## config.mk

```make
export PLATFORM = sky130hd
export DESIGN_NAME = rat_coord_pipe
export DESIGN_NICKNAME = d
export VERILOG_FILES = /design/src/rtl/rat_coord_pkg.sv /design/src/rtl/rc_delay.sv /design/src/rtl/rc_div_step.sv /design/src/rtl/rc_div_pipe.sv /design/src/rtl/rat_coord_pipe.sv
export SDC_FILE = /design/constraint.sdc
export NUM_CORES = 2
export LEC_CHECK = 0
export BUFFER_PORTS_ARGS = -buffer_cell sky130_fd_sc_hd__buf_2
export CAP_MARGIN = 20
export CORE_UTILIZATION = 40
export DETAILED_ROUTE_END_ITERATION = 6
export PLACE_DENSITY = 0.58
export SKIP_CTS_REPAIR_TIMING = 1
export SYNTH_ARGS = -nofsm -noshare
export SYNTH_HDL_FRONTEND = slang
export SYNTH_SLANG_ARGS = --single-unit
```

## constraint.sdc

```tcl
create_clock -name clk_i -period 12.77 [get_ports clk_i]
set_input_delay 2.554 -clock clk_i [delete_from_list [all_inputs] [get_ports clk_i]]
set_output_delay 2.554 -clock clk_i [all_outputs]
set_load 0.02 [all_outputs]
```

## src/rtl/rat_coord_pkg.sv

```systemverilog
`timescale 1ns/1ps
package rat_coord_pkg;
  typedef struct packed {
    logic res_neg;   // sign of quotient
    logic num_neg;   // sign of numerator
    logic den_zero;  // divisor is zero
    logic big;       // quotient cannot fit the bit budget
  } div_side_t;

  function automatic int unsigned xw_of(int unsigned a, int unsigned b);
    return (a > b ? a : b) + 1;
  endfunction
endpackage

```

## src/rtl/rc_delay.sv

```systemverilog
`timescale 1ns/1ps
module rc_delay #(
  parameter int unsigned W = 1,
  parameter int unsigned D = 1
) (
  input  logic         clk_i,
  input  logic         rst_ni,
  input  logic [W-1:0] d_i,
  output logic [W-1:0] q_o
);
  logic [W-1:0] tap_q [D];

  always_ff @(posedge clk_i or negedge rst_ni) begin
    if (!rst_ni) begin
      for (int s = 0; s < D; s++) tap_q[s] <= '0;
    end else begin
      tap_q[0] <= d_i;
      for (int s = 1; s < D; s++) tap_q[s] <= tap_q[s-1];
    end
  end

  assign q_o = tap_q[D-1];
endmodule

```

## src/rtl/rc_div_step.sv

```systemverilog
`timescale 1ns/1ps
module rc_div_step
  import rat_coord_pkg::*;
#(
  parameter int unsigned XW  = 8,
  parameter int unsigned DW  = 4,
  parameter int unsigned QB  = 4,
  parameter int unsigned BIT = 0
) (
  input  logic          clk_i,
  input  logic          rst_ni,
  input  logic [XW-1:0] rem_i,
  input  logic [DW-1:0] den_i,
  input  logic [QB-1:0] quo_i,
  input  div_side_t     side_i,
  output logic [XW-1:0] rem_o,
  output logic [DW-1:0] den_o,
  output logic [QB-1:0] quo_o,
  output div_side_t     side_o
);
  logic [XW-1:0] trial;
  logic          fits;
  logic [QB-1:0] quo_n;

  always_comb begin
    trial      = XW'(den_i) << BIT;
    fits       = rem_i >= trial;
    quo_n      = quo_i;
    quo_n[BIT] = fits;
  end

  always_ff @(posedge clk_i or negedge rst_ni) begin
    if (!rst_ni) begin
      rem_o  <= '0;
      den_o  <= '0;
      quo_o  <= '0;
      side_o <= '0;
    end else begin
      rem_o  <= fits ? rem_i - trial : rem_i;
      den_o  <= den_i;
      quo_o  <= quo_n;
      side_o <= side_i;
    end
  end
endmodule

```

## src/rtl/rc_div_pipe.sv

```systemverilog
`timescale 1ns/1ps
// Sign/magnitude prep stage, then QB-1 restoring steps (bits QB-1..1).
// Bit 0 is resolved by the consumer.
module rc_div_pipe
  import rat_coord_pkg::*;
#(
  parameter int unsigned SW = 34,
  parameter int unsigned DW = 16,
  parameter int unsigned QB = 7,
  parameter int unsigned SH = 2,
  localparam int unsigned XW = xw_of(SW + SH, DW + QB)
) (
  input  logic                 clk_i,
  input  logic                 rst_ni,
  input  logic signed [SW-1:0] num_i,
  input  logic signed [DW-1:0] den_i,
  output logic        [XW-1:0] rem_o,
  output logic        [DW-1:0] den_o,
  output logic        [QB-1:0] quo_o,
  output div_side_t            side_o
);
  logic [SW-1:0] num_mag;
  logic [DW-1:0] den_mag;
  logic [XW-1:0] num_ext, lim;
  div_side_t     side_n;

  always_comb begin
    num_mag         = num_i[SW-1] ? (~num_i + 1'b1) : num_i;
    den_mag         = den_i[DW-1] ? (~den_i + 1'b1) : den_i;
    num_ext         = XW'(num_mag) << SH;
    lim             = XW'(den_mag) << QB;
    side_n.res_neg  = num_i[SW-1] ^ den_i[DW-1];
    side_n.num_neg  = num_i[SW-1];
    side_n.den_zero = (den_mag == '0);
    side_n.big      = num_ext >= lim;
  end

  logic [XW-1:0] rem0_q;
  logic [DW-1:0] den0_q;
  div_side_t     side0_q;

  always_ff @(posedge clk_i or negedge rst_ni) begin
    if (!rst_ni) begin
      rem0_q  <= '0;
      den0_q  <= '0;
      side0_q <= '0;
    end else begin
      rem0_q  <= num_ext;
      den0_q  <= den_mag;
      side0_q <= side_n;
    end
  end

  for (genvar i = 0; i < QB - 1; i++) begin : g_step
    logic [XW-1:0] rem_in, rem_out;
    logic [DW-1:0] den_in, den_out;
    logic [QB-1:0] quo_in, quo_out;
    div_side_t     side_in, side_out;

    if (i == 0) begin : g_src
      assign rem_in  = rem0_q;
      assign den_in  = den0_q;
      assign quo_in  = '0;
      assign side_in = side0_q;
    end else begin : g_src
      assign rem_in  = g_step[i-1].rem_out;
      assign den_in  = g_step[i-1].den_out;
      assign quo_in  = g_step[i-1].quo_out;
      assign side_in = g_step[i-1].side_out;
    end

    rc_div_step #(.XW(XW), .DW(DW), .QB(QB), .BIT(QB - 1 - i)) u_step (
      .clk_i (clk_i),
      .rst_ni(rst_ni),
      .rem_i (rem_in),
      .den_i (den_in),
      .quo_i (quo_in),
      .side_i(side_in),
      .rem_o (rem_out),
      .den_o (den_out),
      .quo_o (quo_out),
      .side_o(side_out)
    );
  end

  assign rem_o  = g_step[QB-2].rem_out;
  assign den_o  = g_step[QB-2].den_out;
  assign quo_o  = g_step[QB-2].quo_out;
  assign side_o = g_step[QB-2].side_out;
endmodule

```

## src/rtl/rat_coord_pipe.sv

```systemverilog
`timescale 1ns/1ps
module rat_coord_pipe
  import rat_coord_pkg::*;
#(
  parameter int unsigned IN_W     = 16,
  parameter int unsigned IN_FRAC  = 4,
  parameter int unsigned OUT_W    = 8,
  parameter int unsigned OUT_FRAC = 6
) (
  input  logic                    clk_i,
  input  logic                    rst_ni,
  input  logic                    in_valid_i,
  input  logic signed [IN_W-1:0]  mul_a_i,
  input  logic signed [IN_W-1:0]  mul_b_i,
  input  logic signed [IN_W-1:0]  sub_a_i,
  input  logic signed [IN_W-1:0]  sub_b_i,
  input  logic signed [IN_W-1:0]  add_a_i,
  input  logic signed [IN_W-1:0]  add_b_i,
  input  logic signed [IN_W-1:0]  div_i,
  output logic                    out_valid_o,
  output logic signed [OUT_W-1:0] coord_o,
  output logic                    ovf_o
);
  localparam int unsigned PW    = 2 * IN_W;          // product, 2*IN_FRAC fraction bits
  localparam int unsigned DFW   = PW + 1;            // difference node
  localparam int unsigned SW    = PW + 2;            // sum node
  localparam int unsigned QB    = OUT_W - 1;         // quotient magnitude bits
  localparam int unsigned SH    = OUT_FRAC - IN_FRAC;
  localparam int unsigned XW    = xw_of(SW + SH, IN_W + QB);
  localparam int unsigned LAT   = QB + 5;
  localparam int unsigned LIMIT = 3 << (OUT_FRAC - 1); // 1.5 in output LSBs

  // stage 1: operand capture
  logic signed [IN_W-1:0] ma1, mb1, sa1, sb1, aa1, ab1, dv1;
  always_ff @(posedge clk_i or negedge rst_ni) begin
    if (!rst_ni) begin
      ma1 <= '0; mb1 <= '0; sa1 <= '0; sb1 <= '0;
      aa1 <= '0; ab1 <= '0; dv1 <= '0;
    end else begin
      ma1 <= mul_a_i; mb1 <= mul_b_i; sa1 <= sub_a_i; sb1 <= sub_b_i;
      aa1 <= add_a_i; ab1 <= add_b_i; dv1 <= div_i;
    end
  end

  // balancing delays: added-product factors by 1, divisor by 3
  logic [2*IN_W-1:0]      addf2;
  logic signed [IN_W-1:0] aa2, ab2, dv4;
  rc_delay #(.W(2 * IN_W), .D(1)) u_dly_add (
    .clk_i(clk_i), .rst_ni(rst_ni), .d_i({aa1, ab1}), .q_o(addf2)
  );
  rc_delay #(.W(IN_W), .D(3)) u_dly_div (
    .clk_i(clk_i), .rst_ni(rst_ni), .d_i(dv1), .q_o(dv4)
  );
  assign aa2 = addf2[2*IN_W-1:IN_W];
  assign ab2 = addf2[IN_W-1:0];

  // stages 2..4
  logic signed [PW-1:0]  pm2, ps2, pa3;
  logic signed [DFW-1:0] df3;
  logic signed [SW-1:0]  sm4;
  always_ff @(posedge clk_i or negedge rst_ni) begin
    if (!rst_ni) begin
      pm2 <= '0; ps2 <= '0; pa3 <= '0; df3 <= '0; sm4 <= '0;
    end else begin
      pm2 <= PW'(ma1) * PW'(mb1);
      ps2 <= PW'(sa1) * PW'(sb1);
      df3 <= DFW'(pm2) - DFW'(ps2);
      pa3 <= PW'(aa2) * PW'(ab2);
      sm4 <= SW'(df3) + SW'(pa3);
    end
  end

  // division
  logic [XW-1:0]   dv_rem;
  logic [IN_W-1:0] dv_den;
  logic [QB-1:0]   dv_quo;
  div_side_t       dv_side;
  rc_div_pipe #(.SW(SW), .DW(IN_W), .QB(QB), .SH(SH)) u_div (
    .clk_i (clk_i),
    .rst_ni(rst_ni),
    .num_i (sm4),
    .den_i (dv4),
    .rem_o (dv_rem),
    .den_o (dv_den),
    .quo_o (dv_quo),
    .side_o(dv_side)
  );

  logic v_pre;
  rc_delay #(.W(1), .D(LAT - 1)) u_dly_vld (
    .clk_i(clk_i), .rst_ni(rst_ni), .d_i(in_valid_i), .q_o(v_pre)
  );

  // last quotient bit, clamp, sign
  logic             fits0, sat, sgn;
  logic [QB-1:0]    qf;
  logic [OUT_W-1:0] mag, res;
  always_comb begin
    fits0 = dv_rem >= XW'(dv_den);
    qf    = dv_quo | QB'(fits0);
    sat   = dv_side.den_zero | dv_side.big | (qf > QB'(LIMIT));
    sgn   = dv_side.den_zero ? dv_side.num_neg : dv_side.res_neg;
    mag   = sat ? OUT_W'(LIMIT) : OUT_W'(qf);
    res   = sgn ? (~mag + 1'b1) : mag;
  end

  always_ff @(posedge clk_i or negedge rst_ni) begin
    if (!rst_ni) begin
      out_valid_o <= 1'b0;
      coord_o     <= '0;
      ovf_o       <= 1'b0;
    end else begin
      out_valid_o <= v_pre;
      if (v_pre) begin
        coord_o <= res;
        ovf_o   <= ovf_o | sat;
      end
    end
  end
endmodule

```

### Yosys cells after proc, flatten, opt, wreduce, memory -nomap -nowiden

Cells that the tools add are included.
W data, S select, Z words.

| word-level totals | value |
|---|---|
| flip-flop bits (word level) | 793 |
| latch bits | 0 |
| memory bits (writable) | 0 |
| ROM bits | 0 |
| output and inout port bits | 10 |
| memories kept | 0 |

| operators by class | value |
|---|---|
| add/subtract/negate cells | 11 |
| multiply operators | 3 |
| div/mod/pow operators | 0 |
| $lt $le $gt $ge | 9 |
| equality and inequality tests | 0 |
| shifts and indexed selects | 0 |
| mux-type cells | 11 |
| bitwise gates (word level) | 8 |
| reductions and logical operators | 1 |

Operators with widths:

| kind | count |
|---|---|
| $mux W37 | 6 |
| $mul A16 B16 Y32 | 3 |
| $ge A37 B16 Y1 | 1 |
| $ge A37 B17 Y1 | 1 |
| $ge A37 B18 Y1 | 1 |
| $ge A37 B19 Y1 | 1 |
| $ge A37 B20 Y1 | 1 |
| $ge A37 B21 Y1 | 1 |
| $sub A36 B22 Y37 | 1 |
| $sub A37 B17 Y37 | 1 |
| $sub A37 B18 Y37 | 1 |
| $sub A37 B19 Y37 | 1 |
| $sub A37 B20 Y37 | 1 |
| $sub A37 B21 Y37 | 1 |
| $ge A36 B22 Y1 | 1 |
| $ge A36 B23 Y1 | 1 |
| $add A33 B32 Y34 | 1 |
| $add A34 B1 Y34 const B | 1 |
| $mux W34 | 1 |
| $not A34 Y34 | 1 |
| $sub A32 B32 Y33 | 1 |
| $add A16 B1 Y16 const B | 1 |
| $logic_not A16 Y1 | 1 |
| $mux W16 | 1 |
| other kinds (10) | 12 |

### Longest topological paths before layout

| logic depth | value |
|---|---|
| depth in word-level cells | 8 |
| mapped depth | 24 |
| depth with buffers taken out | 23 |

### Modules after synthesis

A second synthesis with hierarchy kept.

| unflattened totals | value |
|---|---|
| cell total of the unflattened synthesis | 6,305 |
| area total of the unflattened synthesis | 64,867.2 um^2 |

By module, submodules not included:

| module | times used | cells each | area each (um^2) | sequential area each (um^2) |
|---|---|---|---|---|
| rat_coord_pipe | 1 | 4,205 | 40,875.5 | 7,131.8 |
| rc_div_step (u_div.g_step[4].u_step) | 1 | 294 | 3,129.3 | 1,601.5 |
| rc_div_step (u_div.g_step[3].u_step) | 1 | 295 | 3,126.7 | 1,601.5 |
| rc_div_step (u_div.g_step[5].u_step) | 1 | 290 | 3,124.2 | 1,601.5 |
| rc_div_step (u_div.g_step[2].u_step) | 1 | 287 | 3,121.7 | 1,601.5 |
| rc_div_step (u_div.g_step[1].u_step) | 1 | 281 | 3,106.7 | 1,601.5 |
| rc_div_step (u_div.g_step[0].u_step) | 1 | 271 | 3,036.7 | 1,601.5 |
| rc_div_pipe | 1 | 275 | 2,949.1 | 1,351.3 |
| rc_delay (u_dly_div) | 1 | 64 | 1,321.3 | 1,201.2 |
| rc_delay (u_dly_add) | 1 | 32 | 800.8 | 800.8 |
| rc_delay (u_dly_vld) | 1 | 11 | 275.3 | 275.3 |

### Least setup slack after synthesis

OpenSTA, ideal clock, no wires.

| timing path | value |
|---|---|
| kind | reg-to-reg |
| from | reg u_dly_add.tap_q (netlist bit u_dly_add.q_o[31]) |
| to | reg pa3[31] |
| setup time | 120 ps |
| arrival | 6,141 ps |
| path slack | 6,509 ps |
| cell stages (with the launch flop) | 22 |
| cell sequence | dfrtp_1 clkbuf_1 nand2_1 inv_1 fa_1 fa_1 fa_1 fa_1 fa_1 inv_1 fa_1 inv_1 ha_1 clkbuf_1 a21oi_1 o21bai_1 a21oi_1 o21ai_0 a22o_1 a311o_1 a2111o_1 o211a_1 |

| on the way | value |
|---|---|
| cells in the longest elaborated chain, start to end | 1 |

RTL lines:

| item | RTL line | RTL |
|---|---|---|
| start, declared | rc_delay.sv:11 | `logic [W-1:0] tap_q [D];` |
| $mul A16 B16 Y32 | rat_coord_pipe.sv:68 | `pa3 <= PW'(aa2) * PW'(ab2);` |
| end signal, assigned | rat_coord_pipe.sv:68 |  |
| end, declared | rat_coord_pipe.sv:58 | `logic signed [PW-1:0] pm2, ps2, pa3;` |

Every way passes these cells.
A chain may end at the register's enable or synchronous reset.

### Worst setup path after layout

| timing path | value |
|---|---|
| from | reg sb1[1] |
| to | reg ps2[31] |

| on the way | value |
|---|---|
| cells in the longest elaborated chain, start to end | 1 |

RTL lines:

| item | RTL line | RTL |
|---|---|---|
| start, declared | rat_coord_pipe.sv:34 | `logic signed [IN_W-1:0] ma1, mb1, sa1, sb1, aa1, ab1, dv1;` |
| start signal, assigned | rat_coord_pipe.sv:40 | `ma1 <= mul_a_i; mb1 <= mul_b_i; sa1 <= sub_a_i; sb1 <= sub_b_i;` |
| $mul A16 B16 Y32 | rat_coord_pipe.sv:66 | `ps2 <= PW'(sa1) * PW'(sb1);` |
| end signal, assigned | rat_coord_pipe.sv:66 |  |
| end, declared | rat_coord_pipe.sv:58 |  |

Every way passes these cells.

==> results_dict.tcl <==
set metrics [dict create \
    finalInstanceArea_sq_um 68280 \
    grt_use_total 0.1823 \
    yosysUniqueCellTypes 81 \
    slew_headroom 0.3691 \
    yosys_register_bits 782 \
    synth_compound_area_frac 0.08169 \
    clock-root-buffer "clkbuf_16" \
    synth_edf_count 0 \
    fin_util 0.4417 \
    num_rows 144 \
    firstDrtPassIters 5 \
    min_period_ns 6.920 \
    hold-path-cell-count 0 \
    cts_num_sinks 782 \
    overflow 0 \
    worstMarginPinSlew_ns 0.9407 \
    ys_async_sr_fraction 1.000 \
    grt_max_degree 171 \
    ys.flop_type "dfrtp_1" \
    ys_warn_count 0 \
    clk_pin_slew_ns 0.07 \
    place_area_sq_um 65260 \
    htree_levels 3 \
    area_growth_pct 9.242 \
    setup_tns_ns 0 \
    grt_pass1_wl_um 231000 \
    max_freq_mhz 144.5 \
    synth_nets 7422 \
    synthCells 6071 \
    r2r_start "sb1[1]" \
    cp.required_ns 13.35 \
    fin_ws_ns 5.850 \
    synth.area.mux_share 0.005305 \
    synthSimpleGateAreaFrac 0.1305 \
    final_nets 7510 \
    startpoint "sb1[1]" \
    die_h_um 397.3 \
    dr_total_vias 41000 \
    ys_seq_area_frac 0.3131 \
    port_buffers 124 \
    finalMaxSlewViolations 0 \
    globalplace.congestion 0.9226 \
    cts_tree "done" \
    ant_nets 0 \
    synth_top_family_by_area "adder cells" \
    crit_path_end "ps2[31]" \
    syn_area_sq_um 62500 \
    drtIter0Drc 1777 \
    start_util 0.4043 \
    routed_wl_um 137200 \
    fin_crit_sh 0.5419 \
    drive_above_1_share 0.05297 \
    dp_hpwl_um 109900 \
    reg2reg_depth 20 \
    yosys.area_share.xor_xnor 0.05045 \
    syn_area_per_cell_sq_um 10.30 \
    cp_max_fo 16 \
    hold_path.class "reg2reg" \
    r2r_setup_slack_ns 5.85 \
    status "finished, final reports clean" \
    crit_path_end_kind "flop" \
    maxCapViolations 0 \
    clock_skew_ns 0.04316 \
    rsz0062_at_grt "no" \
    arrival_ns 7.50 \
    clk_latency_ns 0.71 \
    coreArea_sq_um 154600 \
    setup_violations 0 \
    dp_slack_ns 5.875 \
    cts_max_path_buffers 3 \
    cts_made_buffers 88 \
    antenna_found_initial 2 \
    hold_viol_final 0 \
    wire_per_inst_um 16.59 \
    worstSetupPathType "reg2reg" \
    drcViolationCount 0 \
    rr_endpoint "ps2[31]" \
    viasPerCell 4.955 \
    die_w_um 397.3 \
    io_pins 125 \
    synthAdderAreaFrac 0.3428 \
    grt_pass1_vias 44390 \
    start_kind "flop" \
    dieArea_sq_um 157800 \
]
-- worst min-delay path by stage --
stage                                     startpoint                          endpoint
finish                                       ab1[11]                 u_dly_add.q_o[11]
global route                                 ab1[11]                 u_dly_add.q_o[11]
global placement                             ab1[12]                 u_dly_add.q_o[12]
CTS                                          ab1[11]                 u_dly_add.q_o[11]
floorplan                 u_div.g_step[0].side_in[0]  u_div.g_step[0].u_step.side_o[0]
detailed placement  u_div.g_step[1].u_step.side_o[3]  u_div.g_step[2].u_step.side_o[3]
-- registers in the layout, indices dropped and copies added (netlist names), 21 cells and up --
signal	flops
u_div.g_step.u_step.rem_o	211
u_div.g_step.u_step.den_o	96
ps2	32
df3	33
u_dly_add.q_o	32
pa3	32
u_div.g_step.u_step.side_o	24
sm4	34
pm2	32
u_div.g_step.rem_in	34
u_div.g_step.u_step.quo_o	21
u_dly_div.tap_q	32
-- kinds of logic (layout without fill, tap and decap cells) --
group / after synthesis / count (layout)
simple gates: 1621 / 1621
buf+inv: 1255 / 1414
fa+ha+maj: 1236 / 1236
compound gates: 786 / 786
flops: 782 / 782
xor+xnor: 360 / 360
mux: 31 / 31
other cells: 0 / 1
-- worst max-delay path, stage by stage (launching register included) --
cell and delay, ns:
dfrtp_1 0.83, nand2_1 0.21, inv_1 0.17, fa_1 0.54
fa_1 0.90, fa_1 0.54, fa_1 0.51, fa_1 0.50
inv_1 0.05, fa_1 0.47, inv_1 0.05, ha_1 0.41
a21o_1 0.21, a21o_1 0.17, a21o_1 0.16, a21oi_1 0.15
o21ai_0 0.13, a221o_1 0.40, a21oi_1 0.15, o21bai_1 0.09
xnor2_1 0.13
-- cell usage in the layout (no fill, tap or decap), drive strengths merged, types with 80 or more instances in the layout --
| cell | instances |
|---|---|
| inv | 1118 |
| fa | 794 |
| dfrtp | 782 |
| nand2 | 550 |
| ha | 442 |
| and2 | 366 |
| nor2 | 237 |
| xnor2 | 232 |
| a21oi | 207 |
| o21ai | 178 |
| buf | 139 |
| xor2 | 128 |
| clkbuf | 122 |
| a21o | 96 |
| nor3 | 80 |
-- through the flow --
stage	hold WS [ns]	cells
after floorplan	0.3312	6071
after global placement	0.3325	8112
after detailed placement	0.3347	8112
after CTS	0.3168	8273
after global routing	0.3265	8274
final	0.3133	8275
-- Yosys cell counts, drive strengths merged, types with 96 or more instances --
cell type     n  area, sq um
a21o         96        720.7
a21oi       207         1036
and2        366         2290
clkbuf      136        510.5
dfrtp       782        19570
fa          794        15900
ha          442         5530
inv        1113         4178
nand2       550         2064
nor2        237        889.6
o21ai       178        890.9
xnor2       232         2032
xor2        128         1121
-- final cells by class --
class | instances | area (sq um)
Timing Repair Buffer | 139 | 778.2
Clock buffer | 122 | 2510
Antenna cell | 1 | 2.502
Clock inverter | 39 | 499.2
Fill cell | 14760 | 86310
Multi-Input combinational cell | 4034 | 38180
Inverter | 1114 | 4182
Tap cell | 2044 | 2557
Sequential cell | 782 | 19570
-- routing by layer --
metal | track usage | part of all wire
met1 | 0.2181 | 0.41
met2 | 0.3378 | 0.53
met5 | 0 | 0
met4 | 0.05859 | 0.030
met3 | 0.02142 | 0.029
Power is left out: the tool's default activity adds up to more than one toggle a clock period on the data nets, which glitch-free logic cannot reach.
